$ cat config.mk
export PLATFORM = sky130hd
export DESIGN_NAME = cvt_serial_port
export DESIGN_NICKNAME = d
export VERILOG_FILES = /design/src/rtl/cvt_port_pkg.sv /design/src/rtl/cvt_edge_sync.sv /design/src/rtl/cvt_rd_shifter.sv /design/src/rtl/cvt_wr_capture.sv /design/src/rtl/cvt_serial_port.sv
export SDC_FILE = /design/constraint.sdc
export NUM_CORES = 1
export LEC_CHECK = 0
export CELL_PAD_IN_SITES_DETAIL_PLACEMENT = 0
export CELL_PAD_IN_SITES_GLOBAL_PLACEMENT = 1
export CORE_MARGIN = 4
export CORE_UTILIZATION = 42
export DETAILED_ROUTE_END_ITERATION = 8
export DONT_BUFFER_PORTS = 1
export HOLD_SLACK_MARGIN = 0.1
export PLACE_DENSITY = 0.73
export SETUP_SLACK_MARGIN = 0.1
export SYNTH_ARGS = -nofsm -noshare
export SYNTH_HDL_FRONTEND = slang
export SYNTH_SLANG_ARGS = --single-unit
$ cat constraint.sdc
create_clock -name clk -period 2.15 [get_ports clk]
set_clock_uncertainty 0.1 [all_clocks]
set_input_delay 0.1075 -clock clk [delete_from_list [all_inputs] [get_ports clk]]
set_output_delay 0.1075 -clock clk [all_outputs]
set_load 0.03 [all_outputs]
$ cat src/rtl/cvt_port_pkg.sv
`timescale 1ns/1ps
package cvt_port_pkg;

    // Width of the timing value written by the host
    localparam int LOAD_W      = 8;
    // EOC, overrange and polarity lead each read frame
    localparam int STATUS_BITS = 3;

    // Synchronized view of one host pin
    typedef struct packed {
        logic level;
        logic rise;
        logic fall;
    } pin_ev_t;

    typedef enum logic {
        DIR_WRITE = 1'b0,
        DIR_READ  = 1'b1
    } port_dir_e;

    function automatic int frame_len(input int mag_w);
        return mag_w + STATUS_BITS;
    endfunction

    function automatic int cnt_w(input int max_val);
        return $clog2(max_val + 1);
    endfunction

endpackage

$ cat src/rtl/cvt_edge_sync.sv
`timescale 1ns/1ps
module cvt_edge_sync
    import cvt_port_pkg::*;
#(
    parameter logic RST_VAL = 1'b0
) (
    input  logic    clk,
    input  logic    rst,
    input  logic    pin,
    output pin_ev_t ev
);
    logic meta_q;
    logic stab_q;
    logic hist_q;

    always_ff @(posedge clk) begin
        if (rst) begin
            meta_q <= RST_VAL;
            stab_q <= RST_VAL;
            hist_q <= RST_VAL;
        end else begin
            meta_q <= pin;
            stab_q <= meta_q;
            hist_q <= stab_q;
        end
    end

    always_comb begin
        ev.level = stab_q;
        ev.rise  = stab_q & ~hist_q;
        ev.fall  = ~stab_q & hist_q;
    end
endmodule

$ cat src/rtl/cvt_rd_shifter.sv
`timescale 1ns/1ps
module cvt_rd_shifter
    import cvt_port_pkg::*;
#(
    parameter int MAG_W = 16
) (
    input  logic                                   clk,
    input  logic                                   rst,
    input  logic                                   rd_start,
    input  port_dir_e                              dir,
    input  logic                                   shift_evt,
    input  logic                                   eoc_live,
    input  logic                                   res_ovr,
    input  logic                                   res_neg,
    input  logic [MAG_W-1:0]                       res_mag,
    output logic                                   dout,
    output logic [cnt_w(frame_len(MAG_W))-1:0]     bit_idx
);
    localparam int FRAME_LEN = frame_len(MAG_W);
    localparam int IDX_W     = cnt_w(FRAME_LEN);
    localparam int BODY_W    = MAG_W + 2;
    localparam logic [IDX_W-1:0] LAST_IDX = IDX_W'(FRAME_LEN);

    logic [BODY_W-1:0] body_q;
    logic [IDX_W-1:0]  idx_q;
    logic [BODY_W-1:0] aligned;

    always_ff @(posedge clk) begin
        if (rst) begin
            body_q <= '0;
            idx_q  <= '0;
        end else if (rd_start) begin
            body_q <= {res_ovr, res_neg, res_mag};
            idx_q  <= '0;
        end else if (dir == DIR_WRITE) begin
            idx_q  <= '0;
        end else if (shift_evt && (idx_q != LAST_IDX)) begin
            idx_q  <= idx_q + 1'b1;
        end
    end

    // Position 1 maps to the top of the latched body
    always_comb begin
        aligned = body_q << (idx_q - IDX_W'(1));
        if (idx_q == '0) begin
            dout = eoc_live;
        end else if (idx_q < LAST_IDX) begin
            dout = aligned[BODY_W-1];
        end else begin
            dout = 1'b0;
        end
    end

    assign bit_idx = idx_q;
endmodule

$ cat src/rtl/cvt_wr_capture.sv
`timescale 1ns/1ps
module cvt_wr_capture
    import cvt_port_pkg::*;
(
    input  logic              clk,
    input  logic              rst,
    input  logic              wr_start,
    input  logic              wr_commit,
    input  port_dir_e         dir,
    input  logic              bit_evt,
    input  logic              din_bit,
    input  logic              eoc_live,
    output logic [LOAD_W-1:0] load_value,
    output logic              load_stb,
    output logic              proto_err
);
    localparam int CNT_MAX = LOAD_W + 1;
    localparam int CNT_W   = cnt_w(CNT_MAX);
    localparam logic [CNT_W-1:0] CNT_SAT  = CNT_W'(CNT_MAX);
    localparam logic [CNT_W-1:0] CNT_FULL = CNT_W'(LOAD_W);

    logic [LOAD_W-1:0] shreg_q;
    logic [CNT_W-1:0]  cnt_q;
    logic              bad_q;

    always_ff @(posedge clk) begin
        if (rst) begin
            shreg_q    <= '0;
            cnt_q      <= '0;
            bad_q      <= 1'b0;
            load_value <= '0;
            load_stb   <= 1'b0;
            proto_err  <= 1'b0;
        end else begin
            load_stb <= 1'b0;
            if (wr_start) begin
                shreg_q <= '0;
                cnt_q   <= '0;
                bad_q   <= eoc_live;
                if (eoc_live) begin
                    proto_err <= 1'b1;
                end
            end else if ((dir == DIR_WRITE) && bit_evt) begin
                shreg_q <= {shreg_q[LOAD_W-2:0], din_bit};
                if (cnt_q != CNT_SAT) begin
                    cnt_q <= cnt_q + 1'b1;
                end
            end
            if (wr_commit && !bad_q && (cnt_q == CNT_FULL)) begin
                load_value <= shreg_q;
                load_stb   <= 1'b1;
            end
        end
    end
endmodule

$ cat src/rtl/cvt_serial_port.sv
`timescale 1ns/1ps
module cvt_serial_port
    import cvt_port_pkg::*;
#(
    parameter int MAG_W = 16
) (
    input  logic              clk,
    input  logic              rst,
    input  logic              rw_sel,
    input  logic              dclk,
    input  logic              din,
    output logic              dout,
    input  logic              conv_eoc,
    input  logic              conv_ovr,
    input  logic              conv_neg,
    input  logic [MAG_W-1:0]  conv_mag,
    output logic              eoc_pin,
    output logic [LOAD_W-1:0] load_value,
    output logic              load_stb,
    output logic              proto_err
);
    localparam int NSYNC = 3;
    localparam int IDX_W = cnt_w(frame_len(MAG_W));
    // Index 0: direction, 1: serial clock, 2: serial data
    localparam logic [NSYNC-1:0] SYNC_RST = 3'b001;

    logic [NSYNC-1:0] host_pins;
    pin_ev_t          ev [NSYNC];

    assign host_pins = {din, dclk, rw_sel};

    for (genvar g = 0; g < NSYNC; g++) begin : g_sync
        cvt_edge_sync #(
            .RST_VAL (SYNC_RST[g])
        ) u_sync (
            .clk (clk),
            .rst (rst),
            .pin (host_pins[g]),
            .ev  (ev[g])
        );
    end

    logic             rw_rise;
    logic             rw_fall;
    logic             rw_level;
    port_dir_e        dir;
    logic [IDX_W-1:0] rd_idx;
    logic             unused_edges;

    assign rw_rise  = ev[0].rise;
    assign rw_fall  = ev[0].fall;
    assign rw_level = ev[0].level;
    assign dir      = rw_level ? DIR_READ : DIR_WRITE;
    assign unused_edges = ^{ev[1].level, ev[2].rise, ev[2].fall};

    cvt_rd_shifter #(
        .MAG_W (MAG_W)
    ) u_rd (
        .clk       (clk),
        .rst       (rst),
        .rd_start  (rw_rise),
        .dir       (dir),
        .shift_evt (ev[1].fall),
        .eoc_live  (conv_eoc),
        .res_ovr   (conv_ovr),
        .res_neg   (conv_neg),
        .res_mag   (conv_mag),
        .dout      (dout),
        .bit_idx   (rd_idx)
    );

    cvt_wr_capture u_wr (
        .clk        (clk),
        .rst        (rst),
        .wr_start   (rw_fall),
        .wr_commit  (rw_rise),
        .dir        (dir),
        .bit_evt    (ev[1].rise),
        .din_bit    (ev[2].level),
        .eoc_live   (conv_eoc),
        .load_value (load_value),
        .load_stb   (load_stb),
        .proto_err  (proto_err)
    );

    assign eoc_pin = conv_eoc;
endmodule

# ---- Word level (Yosys, flattened, before mapping)
# Cells that the tools add are included.
dict set report word_totals {
  reg_bits 54
  input_bits 24
  output_inout_bits 12
  elab_cells 47
}
dict set report classes {
  n_addsub 3
  magnitude_cmp 1
  eq_ne 3
  shift 1
  muxes 4
  bitwise_logic 9
  reduce_logical 10
}
# op n
set op_table {}
lappend op_table {{$shl A18 B5 Y18} 1}
lappend op_table {{$add A5 B1 Y5 const B} 1}
lappend op_table {{$logic_not A5 Y1} 1}
lappend op_table {{$lt A5 B5 Y1 const B} 1}
lappend op_table {{$ne A5 B5 Y1 const B} 1}
lappend op_table {{$not A1 Y1} 5}
lappend op_table {{$sub A5 B1 Y5 const B} 1}
lappend op_table {{$add A4 B1 Y4 const B} 1}
lappend op_table {{$and A1 B1 Y1} 4}
lappend op_table {{$eq A4 B4 Y1 const B} 1}
lappend op_table {{$logic_and A1 B1 Y1} 4}
lappend op_table {{$mux W1} 4}
lappend op_table {{$ne A4 B4 Y1 const B} 1}
lappend op_table {{$reduce_and A2 Y1} 2}
lappend op_table {{$reduce_or A3 Y1} 1}
lappend op_table {{$reduce_or A2 Y1} 1}
lappend op_table {{$logic_not A1 Y1} 1}

# ---- Logic depth before layout (Yosys ltp)
# Gate-level depths: netlist (run 1).
dict set report depth {
  ltp_word 5
  mapped_depth 9
  ltp_nobuf 7
}

# ---- Cells and area by module
# From an unflattened synthesis (run 1), not the netlist that was laid out.
dict set report hier_totals {
  cells_unflattened 249
  hier_area_um2 2433.6
}
# module instances cells_per_inst area_per_inst_um2
set modules_own_cells {}
lappend modules_own_cells {cvt_rd_shifter 1 113 1163.6}
lappend modules_own_cells {cvt_wr_capture 1 108 964.7}
lappend modules_own_cells {{cvt_edge_sync at g_sync[1].u_sync ...} 2 9 98.8}
lappend modules_own_cells {{cvt_edge_sync at g_sync[0].u_sync} 1 9 100.1}
lappend modules_own_cells {cvt_serial_port 1 1 7.5}

# ---- Worst setup path after synthesis (run 1)
# OpenSTA, ideal clock, no wires.
dict set report synth_timing {
  kind {register -> output}
  start {register u_rd.idx_q[0] (netlist: u_rd.bit_idx[0])}
  end {output port dout}
  t_arrival_ps 2163
  slack_ps -221
  path_stages_with_launch 10
  path_cell_list {dfxtp_1 -> buf_4 -> inv_1 -> ha_1 -> clkbuf_1 -> mux2i_1 -> o2111ai_1 -> o21ai_0 -> o211ai_1 -> o32a_1}
}
dict set report synth_via {
  elab_chain_len 4
  elab_cells_between_ends 6
  classes_between {add/sub: 1; order compare: 1; shift: 1; mux: 2; reduce/logical: 1}
}
# element line_no
set synth_rtl {}
lappend synth_rtl {{start: declaration} cvt_rd_shifter.sv:25} ;# logic [IDX_W-1:0] idx_q;
lappend synth_rtl {{start signal: assignment} cvt_rd_shifter.sv:38} ;# idx_q <= idx_q + 1'b1;
lappend synth_rtl {{$sub A5 B1 Y5} cvt_rd_shifter.sv:44} ;# aligned = body_q << (idx_q - IDX_W'(1));
lappend synth_rtl {{$shl A18 B5 Y18} cvt_rd_shifter.sv:44}
lappend synth_rtl {{$mux W1} cvt_rd_shifter.sv:47} ;# end else if (idx_q < LAST_IDX) begin
lappend synth_rtl {{$mux W1 (*)} cvt_rd_shifter.sv:45} ;# if (idx_q == '0) begin
lappend synth_rtl {{end: declaration} cvt_serial_port.sv:12} ;# output logic dout,
# Every way passes the cells marked *; elsewhere a longest branch is shown, timed or not.

# ---- Worst setup path after layout (run 1)
# Ends and elaborated chain as after synthesis.

==> metrics.log, run 1 <==
[metrics] count of buffer and inverter cells on the critical path: 2
[metrics] delay-heaviest family, CP: compound AO/OA/AOI/OAI gates
[metrics] hold endpoint: eoc_pin
[metrics] unrepaired setup endpoints after global routing: true
[metrics] per-instance average area after synthesis: 8.858 um^2
[metrics] register-to-register setup slack: 250 ps
[metrics] worst hold path stage count: 0
[metrics] H-tree levels: 2
[metrics] Top Ports: 36
[metrics] post-synthesis net count: 295
[metrics] total number of nets in the final design: 334
[metrics] Critical Path AT: 2140 ps
[metrics] violation count after the first detailed-route iteration: 103
[metrics] total core area: between 5000 and 6000 um^2
[metrics] clk slew on worst S/H paths: 100 ps
[metrics] number of search-and-repair iterations in the first detailed-routing pass: 4
[metrics] placed insts: about 330
[metrics] critical-path maximum fanout: 8
[metrics] fraction of layout cells with a size suffix above 1: 0.1246
[metrics] achievable frequency: 0.4264 GHz
[metrics] total setup violations reported at the end of the flow: 1
[metrics] Remaining DRCs: 0
[metrics] first-pass GRT wire length: 8211 um
[metrics] Critical-path top delay cell: sky130_fd_sc_hd__dfxtp_4
[metrics] kind of start point of the critical path: flip-flop
[metrics] Clk Latency, worst-skew pair: 300 ps
[metrics] overflow left after global routing: 0
[metrics] Syn Inst Count: about 270
[metrics] worst flop-to-flop path startpoint: g_sync[0].u_sync.stab_q
[metrics] clock tree root buffer cell: sky130_fd_sc_hd__clkbuf_8
[metrics] average wire per standard cell: 13.23 um
[metrics] number of global-route vias before repair: approximately 1,700
[metrics] Yosys warning total: 0
[metrics] critical path, cell by cell: inv_4 > ha_4 > mux2i_2 > o2111ai_2 > o21ai_1 > o211ai_1 > o32a_1 > buf_12
[metrics] max-cap violations: 0
[metrics] vias per cell: 4.864
[metrics] post-synthesis register bit count: 54
[metrics] HPWL after detailed placement: 3334 um
[metrics] largest net degree at the start of global routing: 40
[metrics] Die Footprint: just under 7000 um^2
[metrics] DIE HEIGHT: 82.76 um
[metrics] Die Span X: 82.76 um
[metrics] # clock sinks: 54
[metrics] Worst Tran Pin Value: 485.0 ps
[metrics] logic depth of the worst register-to-register path: 5
[metrics] post-layout instance area: 2967 um^2
[metrics] origin of the worst min-delay path: conv_eoc
[metrics] area after detailed placement: around 2400 um^2
[metrics] worst-case hold slack: 115.4 ps
[metrics] post-route core utilization: 0.5629
[metrics] Cell Count, Final, Fillers Out: 375
[metrics] floorplan row count: 26
[metrics] Worst Setup Slack, final: -195.1 ps
[metrics] portion of the post-synthesis area used by sequential elements: 0.4606
[metrics] count of final max-slew check failures: 0
[metrics] largest vdd supply drop: 0.0004917 V
[metrics] Syn-to-layout area delta: 26.39%
[metrics] commonest non-fill, non-tap cell in the layout: sky130_fd_sc_hd__dfxtp_1
[metrics] last weighted congestion value of the routability-driven placer: between 0.8 and 0.9
[metrics] critical path's largest stage delay: 400 ps
[metrics] area of the mapped netlist: 2347 um^2
[metrics] Initial Utilization: 0.4454
[metrics] final worst-path cycle share: 1.091
[metrics] terminus of the critical flop-to-flop path: u_rd.body_q[7]
[metrics] Relative slew margins: 0.6767
[metrics] leakage power of the design: 1.162 nW
[metrics] final antenna-violating net count: 0
[metrics] Inserted Clock Buffers: 5
[metrics] Total Wirelength: slightly below 5000 um
[metrics] Via Count: 1,824
[metrics] data required time of the worst path: between 1500 and 2000 ps
[metrics] pre-CTS worst setup slack: 68.20 ps
[metrics] Final Hold Viols: 0
[metrics] Clock Path Buffers: 2
[metrics] Cell Pwr Density: 587.1 nW/um^2
[metrics] CTS tree: built
[metrics] failing checks: negative setup slack
[metrics] number of antenna violations at the first check in global routing: 0
[metrics] commonest non-fill, non-tap cells in the layout: sky130_fd_sc_hd__dfxtp_1, sky130_fd_sc_hd__nand2_1, sky130_fd_sc_hd__dlygate4sd3_1
[metrics] min-delay worst type: primary input to output pin
[metrics] minimum clock period after layout: between 2000 and 2500 ps
[metrics] library cells used by synthesis: 35
[metrics] number of port buffers: 0
[metrics] category of the most critical setup path: flip-flop to output pin
[metrics] critical path endpoint category: output pin
[metrics] status: finished with violations
[metrics] Antenna Diode Count: 0
[metrics] All-Layer GR Usage: 0.1574
how the worst max path moves through the flow:
stage	from	end	slack (ps)	depth (start not counted)
finish	u_rd.bit_idx[0]	dout	-200	8
CTS	u_rd.bit_idx[0]	dout	-210	7
global route	u_rd.bit_idx[0]	dout	-300	7
detailed placement	u_rd.bit_idx[0]	dout	70	8
floorplan	u_rd.bit_idx[0]	dout	90	8
global placement	u_rd.bit_idx[0]	dout	120	7
worst reg2reg max path, delay by kind of cell, from the launching register on:
family	cells	cell delay, ps
buffers and inverters	2	820
flip-flops	1	450
AO/OA/AOI/OAI	1	140
AND/OR/NAND/NOR	2	360
kinds of logic (layout without fill, tap and decap cells):
logic type      Yosys count  count (layout)  share of synthesized area
buf+inv                  26              66                    0.05011
mux                      25              25                     0.1274
flops                    54              54                     0.4606
xor+xnor                  8               8                    0.02985
fa+ha+maj                 6               6                    0.03198
compound gates           39              39                    0.09755
simple gates            107             107                     0.2026
synthesized netlist by cell type, drive strengths merged:
library cell / count / area share
nor2: 33 / 0.054
buf: 9 / 0.023
o22ai: 1 / 0.0027
xor2: 4 / 0.015
dfxtp: 54 / 0.46
nor3b: 1 / 0.0032
a211oi: 1 / 0.0032
mux4: 3 / 0.034
nand4: 4 / 0.011
a22oi: 1 / 0.0032
nand2b: 2 / 0.0053
nor3: 3 / 0.0064
a21oi: 26 / 0.055
inv: 8 / 0.013
nand2: 45 / 0.072
and3: 1 / 0.0027
o32a: 1 / 0.0043
o2111ai: 1 / 0.0037
nand3: 2 / 0.0043
nand4b: 1 / 0.0037
nor2b: 8 / 0.021
clkbuf: 9 / 0.014
mux2i: 22 / 0.094
a311oi: 1 / 0.0064
o211ai: 1 / 0.0032
o21ai: 4 / 0.0085
xnor2: 4 / 0.015
ha: 6 / 0.032
a32oi: 1 / 0.0037
a21o: 1 / 0.0032
nand3b: 1 / 0.0032
or2: 6 / 0.016
registers in the layout, summed over array words and instances (netlist names):
register	count
u_wr.bad_q	1
g_sync.u_sync.stab_q	3
u_wr.proto_err	1
u_wr.load_stb	1
u_wr.shreg_q	8
u_wr.cnt_q	4
u_wr.load_value	8
g_sync.u_sync.meta_q	3
u_rd.bit_idx	5
u_rd.body_q	18
g_sync.u_sync.hist_q	2
through the flow:
stage / power [W] / TNS (ps)
finish: 0.001742 / -195.1
global route: 0.001831 / -301.1
CTS: 0.001761 / -212.9
detailed placement: 0.001120 / 0
global placement: 0.001119 / 0
floorplan: 0.001112 / 0
final cells by class:
type / count / area (um^2)
Sequential cell: 54 / 1086
Timing Repair Buffer: 50 / 495.5
Tap cell: 70 / 87.58
Multi-Input combinational cell: 185 / 1171
Clock inverter: 2 / 11.26
Clock buffer: 6 / 82.58
Inverter: 8 / 32.53
Fill cell: 532 / 2303
routing by layer:
layer,vias to the layer above,wire length (um),track usage
li1,960,-,-
met1,833,2507,0.2190
met2,27,2241,0.2396
met3,4,149,0.03471
met4,0,61,0.05392
met5,-,0,0
report_power, final:
part,leakage [nW],switching (W),total (W),internal [W]
Clock,0.0515,0.000325,0.000585,0.000261
Sequential,0.438,0.0000110,0.00102,0.00101
Combinational,0.672,0.0000573,0.000132,0.0000744
repair_timing:
item	CTS	global route
hold buffers	39	0
setup endpoints to repair	1	14
pin swaps	0	1
resized for setup	2	3
buffers inserted	2	1
endpoints found under the hold margin	54	0
(Power assumes the default switching activity.)
==> run 2: changes to the inputs <==
SKIP_LAST_GASP = 1   (was not set)
==> run 2 against run 1 <==
The run still ends with negative setup slack left. Largest cell class unchanged. Fmax grew 0.38%. Clock-buffer cell count is the same. Clock power about the same.
==> metrics.log, run 2 (synthesis gave the netlist of run 1 again) <==
[metrics] Relative slew margins: 0.6812 (+0.004525)
[metrics] minimum clock period after layout: 2336 ps (-8.779 ps)
[metrics] largest vdd supply drop: 0.0004917 V (about the same)
[metrics] internal power summed over all cells: 0.001349 W (unchanged)
[metrics] Via Count: 1,831 (+0.38%)
[metrics] overflow left after global routing: 0 (unchanged)
[metrics] average wire per standard cell: 13.27 um (+0.34%)
[metrics] Cell Count, Final, Fillers Out: 375 (unchanged)
[metrics] unrepaired setup endpoints after global routing: true
[metrics] min-delay worst type: primary input to output pin
[metrics] violation count after the first detailed-route iteration: 98 (-4.9%)
[metrics] total core area: 5270 um^2 (unchanged)
[metrics] total number of nets in the final design: 334 (unchanged)
[metrics] worst hold path stage count: 0 (unchanged)
[metrics] sequential share of power: 0.588 (about the same)
[metrics] max reg flops: 18 (unchanged)
[metrics] commonest non-fill, non-tap cell in the layout: sky130_fd_sc_hd__dfxtp_1
[metrics] clock tree root buffer cell: sky130_fd_sc_hd__clkbuf_8
[metrics] Clock Path Buffers: 2 (unchanged)
[metrics] Critical Path AT: 2130 ps (about the same)
[metrics] vias per cell: 4.883 (+0.38%)
[metrics] kind of start point of the critical path: flip-flop
[metrics] terminus of the critical flop-to-flop path: u_rd.body_q[7]
[metrics] Worst Tran Pin Value: 478.2 ps (-6.788 ps)
[metrics] register-to-register setup slack: 240 ps (about the same)
[metrics] data required time of the worst path: 1940 ps (about the same)
[metrics] area after detailed placement: 2441 um^2 (unchanged)
[metrics] largest net degree at the start of global routing: 40 (unchanged)
[metrics] Inserted Clock Buffers: 5 (unchanged)
[metrics] Cell Pwr Density: 588.2 nW/um^2 (+0.19%)
[metrics] Top Registers: u_rd.body_q (18), u_wr.load_value (8), u_wr.shreg_q (8)
[metrics] part of the total power dissipated in the clock network: 0.336 (about the same)
[metrics] DIE HEIGHT: 82.76 um (unchanged)
[metrics] HPWL after detailed placement: 3334 um (unchanged)
[metrics] Antenna Diode Count: 0 (unchanged)
[metrics] Switching Share: 0.2255 (about the same)
[metrics] count of final max-slew check failures: 0 (unchanged)
[metrics] launching element of the worst setup path: u_rd.bit_idx[0]
[metrics] H-tree levels: 2 (unchanged)
[metrics] final worst-path cycle share: 1.087 (-0.004083)
[metrics] Total Wirelength: 4977 um (+0.34%)
[metrics] commonest non-fill, non-tap cells in the layout: sky130_fd_sc_hd__dfxtp_1, sky130_fd_sc_hd__nand2_1, sky130_fd_sc_hd__dlygate4sd3_1
[metrics] achievable frequency: 0.4280 GHz (+0.38%)
[metrics] number of search-and-repair iterations in the first detailed-routing pass: 4 (unchanged)
[metrics] Top Ports: 36 (unchanged)
[metrics] failing checks: negative setup slack
[metrics] worst flop-to-flop path startpoint: g_sync[0].u_sync.stab_q
[metrics] # clock sinks: 54 (unchanged)
[metrics] last weighted congestion value of the routability-driven placer: 0.8223 (unchanged)
[metrics] CTS tree: built
[metrics] critical-path maximum fanout: 8 (unchanged)
[metrics] max-cap violations: 0 (unchanged)
[metrics] logic depth of the worst register-to-register path: 5 (unchanged)
[metrics] Clk Latency, worst-skew pair: 300 ps (about the same)
[metrics] fraction of layout cells with a size suffix above 1: 0.1213 (-0.003279)
[metrics] worst setup path end: dout
[metrics] Worst Setup Slack, final: -186.3 ps (+8.779 ps)
[metrics] worst-case hold slack: 115.4 ps (+0.001000 ps)
[metrics] critical path endpoint category: output pin
[metrics] Initial Utilization: 0.4454 (unchanged)
[metrics] number of port buffers: 0 (unchanged)
[metrics] first-pass GRT wire length: 8211 um (unchanged)
[metrics] Die Footprint: 6848 um^2 (unchanged)
[metrics] category of the most critical setup path: flip-flop to output pin
[metrics] Die Span X: 82.76 um (unchanged)
[metrics] Syn-to-layout area delta: 26.12%
[metrics] Final Hold Viols: 0 (unchanged)
[metrics] clk slew on worst S/H paths: 100 ps (about the same)
[metrics] post-layout instance area: 2960 um^2 (-0.21%)
[metrics] number of antenna violations at the first check in global routing: 0 (unchanged)
[metrics] All-Layer GR Usage: 0.1574 (unchanged)
[metrics] register with the most flip-flops: u_rd.body_q
[metrics] total power: 0.001741 W (about the same)
[metrics] floorplan row count: 26 (unchanged)
[metrics] Remaining DRCs: 0 (unchanged)
[metrics] final antenna-violating net count: 0 (unchanged)
[metrics] Net Switching: 0.0003927 W (about the same)
[metrics] status: finished with violations
[metrics] placed insts: 325 (unchanged)
[metrics] leakage power of the design: 1.162 nW (about the same)
[metrics] total setup violations reported at the end of the flow: 1 (unchanged)
[metrics] combinational share of power: 0.075 (about the same)
[metrics] number of global-route vias before repair: 1,715 (unchanged)
run 2: cell count changes in the layout (fill, tap and decap cells not counted):
| cell | before | now |
|---|---|---|
| sky130_fd_sc_hd__o2111ai_2 | 1 | 0 |
| sky130_fd_sc_hd__o2111ai_1 | 0 | 1 |
run 2: through the flow:
stage / utilization / setup TNS (ps) / setup WS, ps
2_1_floorplan: - / 0 / 89.51
3_3_place_gp: 0.4632 / 0 / 116.7
3_5_place_dp: 0.4632 / 0 / 68.20
4_1_cts: 0.5598 / -212.9 / -212.9
5_1_grt: 0.5617 / -331.9 / -331.9
6_report: 0.5617 / -186.3 / -186.3
run 2: final cells by class:
| type | instances | area (um^2) |
|---|---|---|
| clock buffers | 6 | 82.58 |
| clock inverters | 2 | 11.26 |
| fillers | 534 | 2310 |
| inverters | 8 | 32.53 |
| multi-input cells | 185 | 1165 |
| flip-flops and latches | 54 | 1086 |
| well taps | 70 | 87.58 |
| repair buffers | 50 | 495.5 |
run 2: what timing repair did:
item,CTS,global route
setup endpoints to repair,1,14
resized for setup,2,2
hold buffers,39,0
endpoints found under the hold margin,54,0
buffers inserted,2,1
pin swaps,0,1
run 2: routing by layer:
layer / up-vias / GRT usage / share of wire
met5: - / 0 / 0
met4: 0 / 0.05392 / 0.012
met3: 4 / 0.03471 / 0.033
met2: 32 / 0.2396 / 0.45
met1: 834 / 0.2190 / 0.50
li1: 961 / - / -
run 2: critical path, cell delays in order, from the launching register on:
cell and delay, ps:
sky130_fd_sc_hd__dfxtp_4 400, sky130_fd_sc_hd__inv_4 50, sky130_fd_sc_hd__ha_4 310, sky130_fd_sc_hd__mux2i_2 240, sky130_fd_sc_hd__o2111ai_1 130, sky130_fd_sc_hd__o21ai_1 110
sky130_fd_sc_hd__o211ai_1 110, sky130_fd_sc_hd__o32a_1 340, sky130_fd_sc_hd__buf_12 150
run 2: worst min path at each step:
stage | start | to
2_1_floorplan | rw_sel | g_sync[0].u_sync.meta_q
3_3_place_gp | rst | u_wr.load_value[6]
3_5_place_dp | rst | u_rd.body_q[6]
4_1_cts | conv_eoc | eoc_pin
5_1_grt | conv_eoc | eoc_pin
6_report | conv_eoc | eoc_pin
run 2: power by group through the flow:
| stage | Clock [W] | Sequential (W) | Combinational, W |
|---|---|---|---|
| 6_report | 0.000585 | 0.00102 | 0.000131 |
| 5_1_grt | 0.000659 | 0.00103 | 0.000144 |
| 4_1_cts | 0.000606 | 0.00102 | 0.000131 |
| 3_5_place_dp | 0 | 0.00105 | 0.0000708 |
| 3_3_place_gp | 0 | 0.00105 | 0.0000709 |
| 2_1_floorplan | 0 | 0.00104 | 0.0000679 |
==> run 3: changes to the inputs <==
CORE_UTILIZATION = 44   (was 42)
CTS_BUF_LIST = sky130_fd_sc_hd__clkbuf_4   (was not set)
GPL_ROUTABILITY_DRIVEN = 1   (was not set)
PLACE_DENSITY = 0.76   (was 0.73)
==> run 3 against run 2 <==
The run still ends with negative setup slack left. Sequential power is essentially flat. Clock-buffer cell count shrank 1. Final cell count shrank 3.5%. Critical path type unchanged.
==> metrics.log, run 3 (synthesis gave the netlist of run 1 again) <==
[metrics] Via Count: 1,815 (-0.87%)
[metrics] CTS tree: built
[metrics] overflow left after global routing: 0 (unchanged)
[metrics] achievable frequency: 0.4116 GHz (-3.8%)
[metrics] number of global-route vias before repair: 1,682 (-1.9%)
[metrics] All-Layer GR Usage: 0.1555 (-0.001822)
[metrics] number of search-and-repair iterations in the first detailed-routing pass: 4 (unchanged)
[metrics] DIE HEIGHT: 81.04 um (-2.1%)
[metrics] top layer reached by signal wires: met4
[metrics] largest vdd supply drop: 0.0004208 V (-14%)
[metrics] Worst Setup Slack, final: -279.8 ps (-93.50 ps)
[metrics] total core area: 5140 um^2 (-2.5%)
[metrics] Remaining DRCs: 0 (unchanged)
[metrics] kind of start point of the critical path: flip-flop
[metrics] Initial Utilization: 0.4567 (+0.01128)
[metrics] minimum clock period after layout: 2430 ps (+93.50 ps)
[metrics] post-layout instance area: 2800 um^2 (-5.4%)
[metrics] Routed met3 length: 170 um (+4.3%)
[metrics] placed insts: 323 (-0.62%)
[metrics] Relative slew margins: 0.5600 (-0.1212)
[metrics] number of antenna violations at the first check in global routing: 0 (unchanged)
[metrics] register-to-register setup slack: 200 ps (-40 ps)
[metrics] Top Registers: u_rd.body_q (18), u_wr.load_value (8), u_wr.shreg_q (8)
[metrics] Die Footprint: 6567 um^2 (-4.1%)
[metrics] first-pass GRT wire length: 7941 um (-3.3%)
[metrics] category of the most critical setup path: flip-flop to output pin
[metrics] total number of nets in the final design: 321 (-3.9%)
[metrics] Worst Tran Pin Value: 660.0 ps (+181.9 ps)
[metrics] total power: 0.001583 W (-9.1%)
[metrics] # clock sinks: 54 (unchanged)
[metrics] count of final max-slew check failures: 0 (unchanged)
[metrics] Clk Latency, worst-skew pair: 370 ps (+70 ps)
[metrics] last weighted congestion value of the routability-driven placer: 0.7620 (-7.3%)
[metrics] leakage power of the design: 1.057 nW (-9.1%)
[metrics] final worst-path cycle share: 1.130 (+0.04349)
[metrics] Final Hold Viols: 0 (unchanged)
[metrics] min-delay worst type: primary input to output pin
[metrics] commonest non-fill, non-tap cell in the layout: sky130_fd_sc_hd__dfxtp_1
[metrics] data required time of the worst path: 1940 ps (about the same)
[metrics] post-route core utilization: 0.5448 (-0.01694)
[metrics] Die Span X: 81.04 um (-2.1%)
[metrics] critical path endpoint category: output pin
[metrics] HPWL after detailed placement: 3106 um (-6.8%)
[metrics] Layout fillers: 509 (-4.7%)
[metrics] Clock Path Buffers: 2 (unchanged)
[metrics] worst hold path stage count: 0 (unchanged)
[metrics] Total Wirelength: 4704 um (-5.5%)
[metrics] max reg flops: 18 (unchanged)
[metrics] Antenna Diode Count: 0 (unchanged)
[metrics] clk slew on worst S/H paths: 150 ps (+50 ps)
[metrics] Top Ports: 36 (unchanged)
[metrics] largest net degree at the start of global routing: 40 (unchanged)
[metrics] met2 layer wire length in the routed design: 2153 um (-4.1%)
[metrics] H-tree levels: 2 (unchanged)
[metrics] average wire per standard cell: 12.99 um (-2.1%)
[metrics] final antenna-violating net count: 0 (unchanged)
[metrics] area after detailed placement: 2426 um^2 (-0.61%)
[metrics] failing checks: negative setup slack
[metrics] Inserted Clock Buffers: 5 (unchanged)
[metrics] unrepaired setup endpoints after global routing: true
[metrics] violation count after the first detailed-route iteration: 74 (-24%)
[metrics] vias per cell: 5.014 (+2.7%)
[metrics] register with the most flip-flops: u_rd.body_q
[metrics] max-cap violations: 0 (unchanged)
[metrics] Critical Path AT: 2220 ps (+90 ps)
[metrics] clock tree root buffer cell: sky130_fd_sc_hd__clkbuf_4
[metrics] Cell Count, Final, Fillers Out: 362 (-3.5%)
[metrics] number of port buffers: 0 (unchanged)
[metrics] terminus of the critical flop-to-flop path: u_wr.load_value[7]
[metrics] hold endpoint: eoc_pin
[metrics] routed metal-1 wire length: 2326 um (-7.1%)
[metrics] Cell Pwr Density: 565.3 nW/um^2 (-3.9%)
[metrics] status: finished with violations
[metrics] Syn-to-layout area delta: 19.30%
[metrics] fraction of layout cells with a size suffix above 1: 0.1267 (+0.005401)
[metrics] logic depth of the worst register-to-register path: 7 (+2)
[metrics] commonest non-fill, non-tap cells in the layout: sky130_fd_sc_hd__dfxtp_1, sky130_fd_sc_hd__nand2_1, sky130_fd_sc_hd__nor2_1
[metrics] worst flop-to-flop path startpoint: u_wr.cnt_q[0]
[metrics] origin of the worst min-delay path: conv_eoc
[metrics] total setup violations reported at the end of the flow: 1 (unchanged)
[metrics] floorplan row count: 26 (unchanged)
[metrics] critical-path maximum fanout: 6 (-2)
[run 3: changes by cell type in the layout (fill, tap and decap cells not counted), moves of 2 or more]
cell	change
sky130_fd_sc_hd__dfxtp_1	-3
sky130_fd_sc_hd__clkbuf_8	-6
sky130_fd_sc_hd__dfxtp_2	+2
sky130_fd_sc_hd__clkinv_1	+2
sky130_fd_sc_hd__dlygate4sd3_1	-13
sky130_fd_sc_hd__clkbuf_4	+5
[run 3: through the flow]
step                setup TNS, ps  hold slack (ps)  worst slack [ps]
CTS                        -295.1            115.4            -295.1
global placement                0            82.63             89.07
floorplan                       0            111.3             89.51
global route               -405.7            115.1            -405.7
detailed placement              0            84.07             44.62
finish                     -279.8            115.0            -279.8
[run 3: cell type report]
type	count	area, um^2	share of cell area
Multi-Input combinational cell	185	1169	0.4173
Sequential cell	54	1092	0.3901
Timing Repair Buffer	37	365.4	0.1305
Tap cell	70	87.58	0.03128
Clock buffer	5	37.54	0.01340
Inverter	8	32.53	0.01162
Clock inverter	3	16.27	0.005809
[run 3: worst max-delay path, stage by stage (launching register included)]
cell	delay (ps)
sky130_fd_sc_hd__dfxtp_4	370
sky130_fd_sc_hd__inv_1	80
sky130_fd_sc_hd__ha_4	320
sky130_fd_sc_hd__mux2i_2	240
sky130_fd_sc_hd__o2111ai_1	120
sky130_fd_sc_hd__o21ai_0	120
sky130_fd_sc_hd__o211ai_1	120
sky130_fd_sc_hd__o32a_1	340
sky130_fd_sc_hd__buf_12	150
[run 3: worst max-delay path by stage]
stage / start / end / slack (ps) / cells after the start
floorplan: u_rd.bit_idx[0] / dout / 90 / 8
CTS: u_rd.bit_idx[1] / dout / -300 / 7
finish: u_rd.bit_idx[1] / dout / -280 / 8
global route: u_rd.bit_idx[1] / dout / -410 / 8
detailed placement: u_rd.bit_idx[0] / dout / 40 / 7
global placement: u_rd.bit_idx[0] / dout / 90 / 8
[run 3: routing by layer]
layer,GRT usage,up-vias
met5,0,-
met4,0.05574,0
met3,0.04324,5
met2,0.2332,21
met1,0.2138,851
li1,-,938
[run 3: power by group]
group	leakage (nW)	switching [W]	internal, W
Clock	0.0303	0.000311	0.000123
Sequential	0.439	0.0000105	0.00101
Combinational	0.587	0.0000552	0.0000684
Total	1.06	0.000377	0.00121
[run 3: timing repair]
item | CTS | global route
resized for setup | 2 | 4
pin swaps | 1 | 0
setup buffers | 5 | 0
hold buffers | 26 | 0
setup endpoints to repair | 1 | 2
hold endpoints to repair | 54 | 0
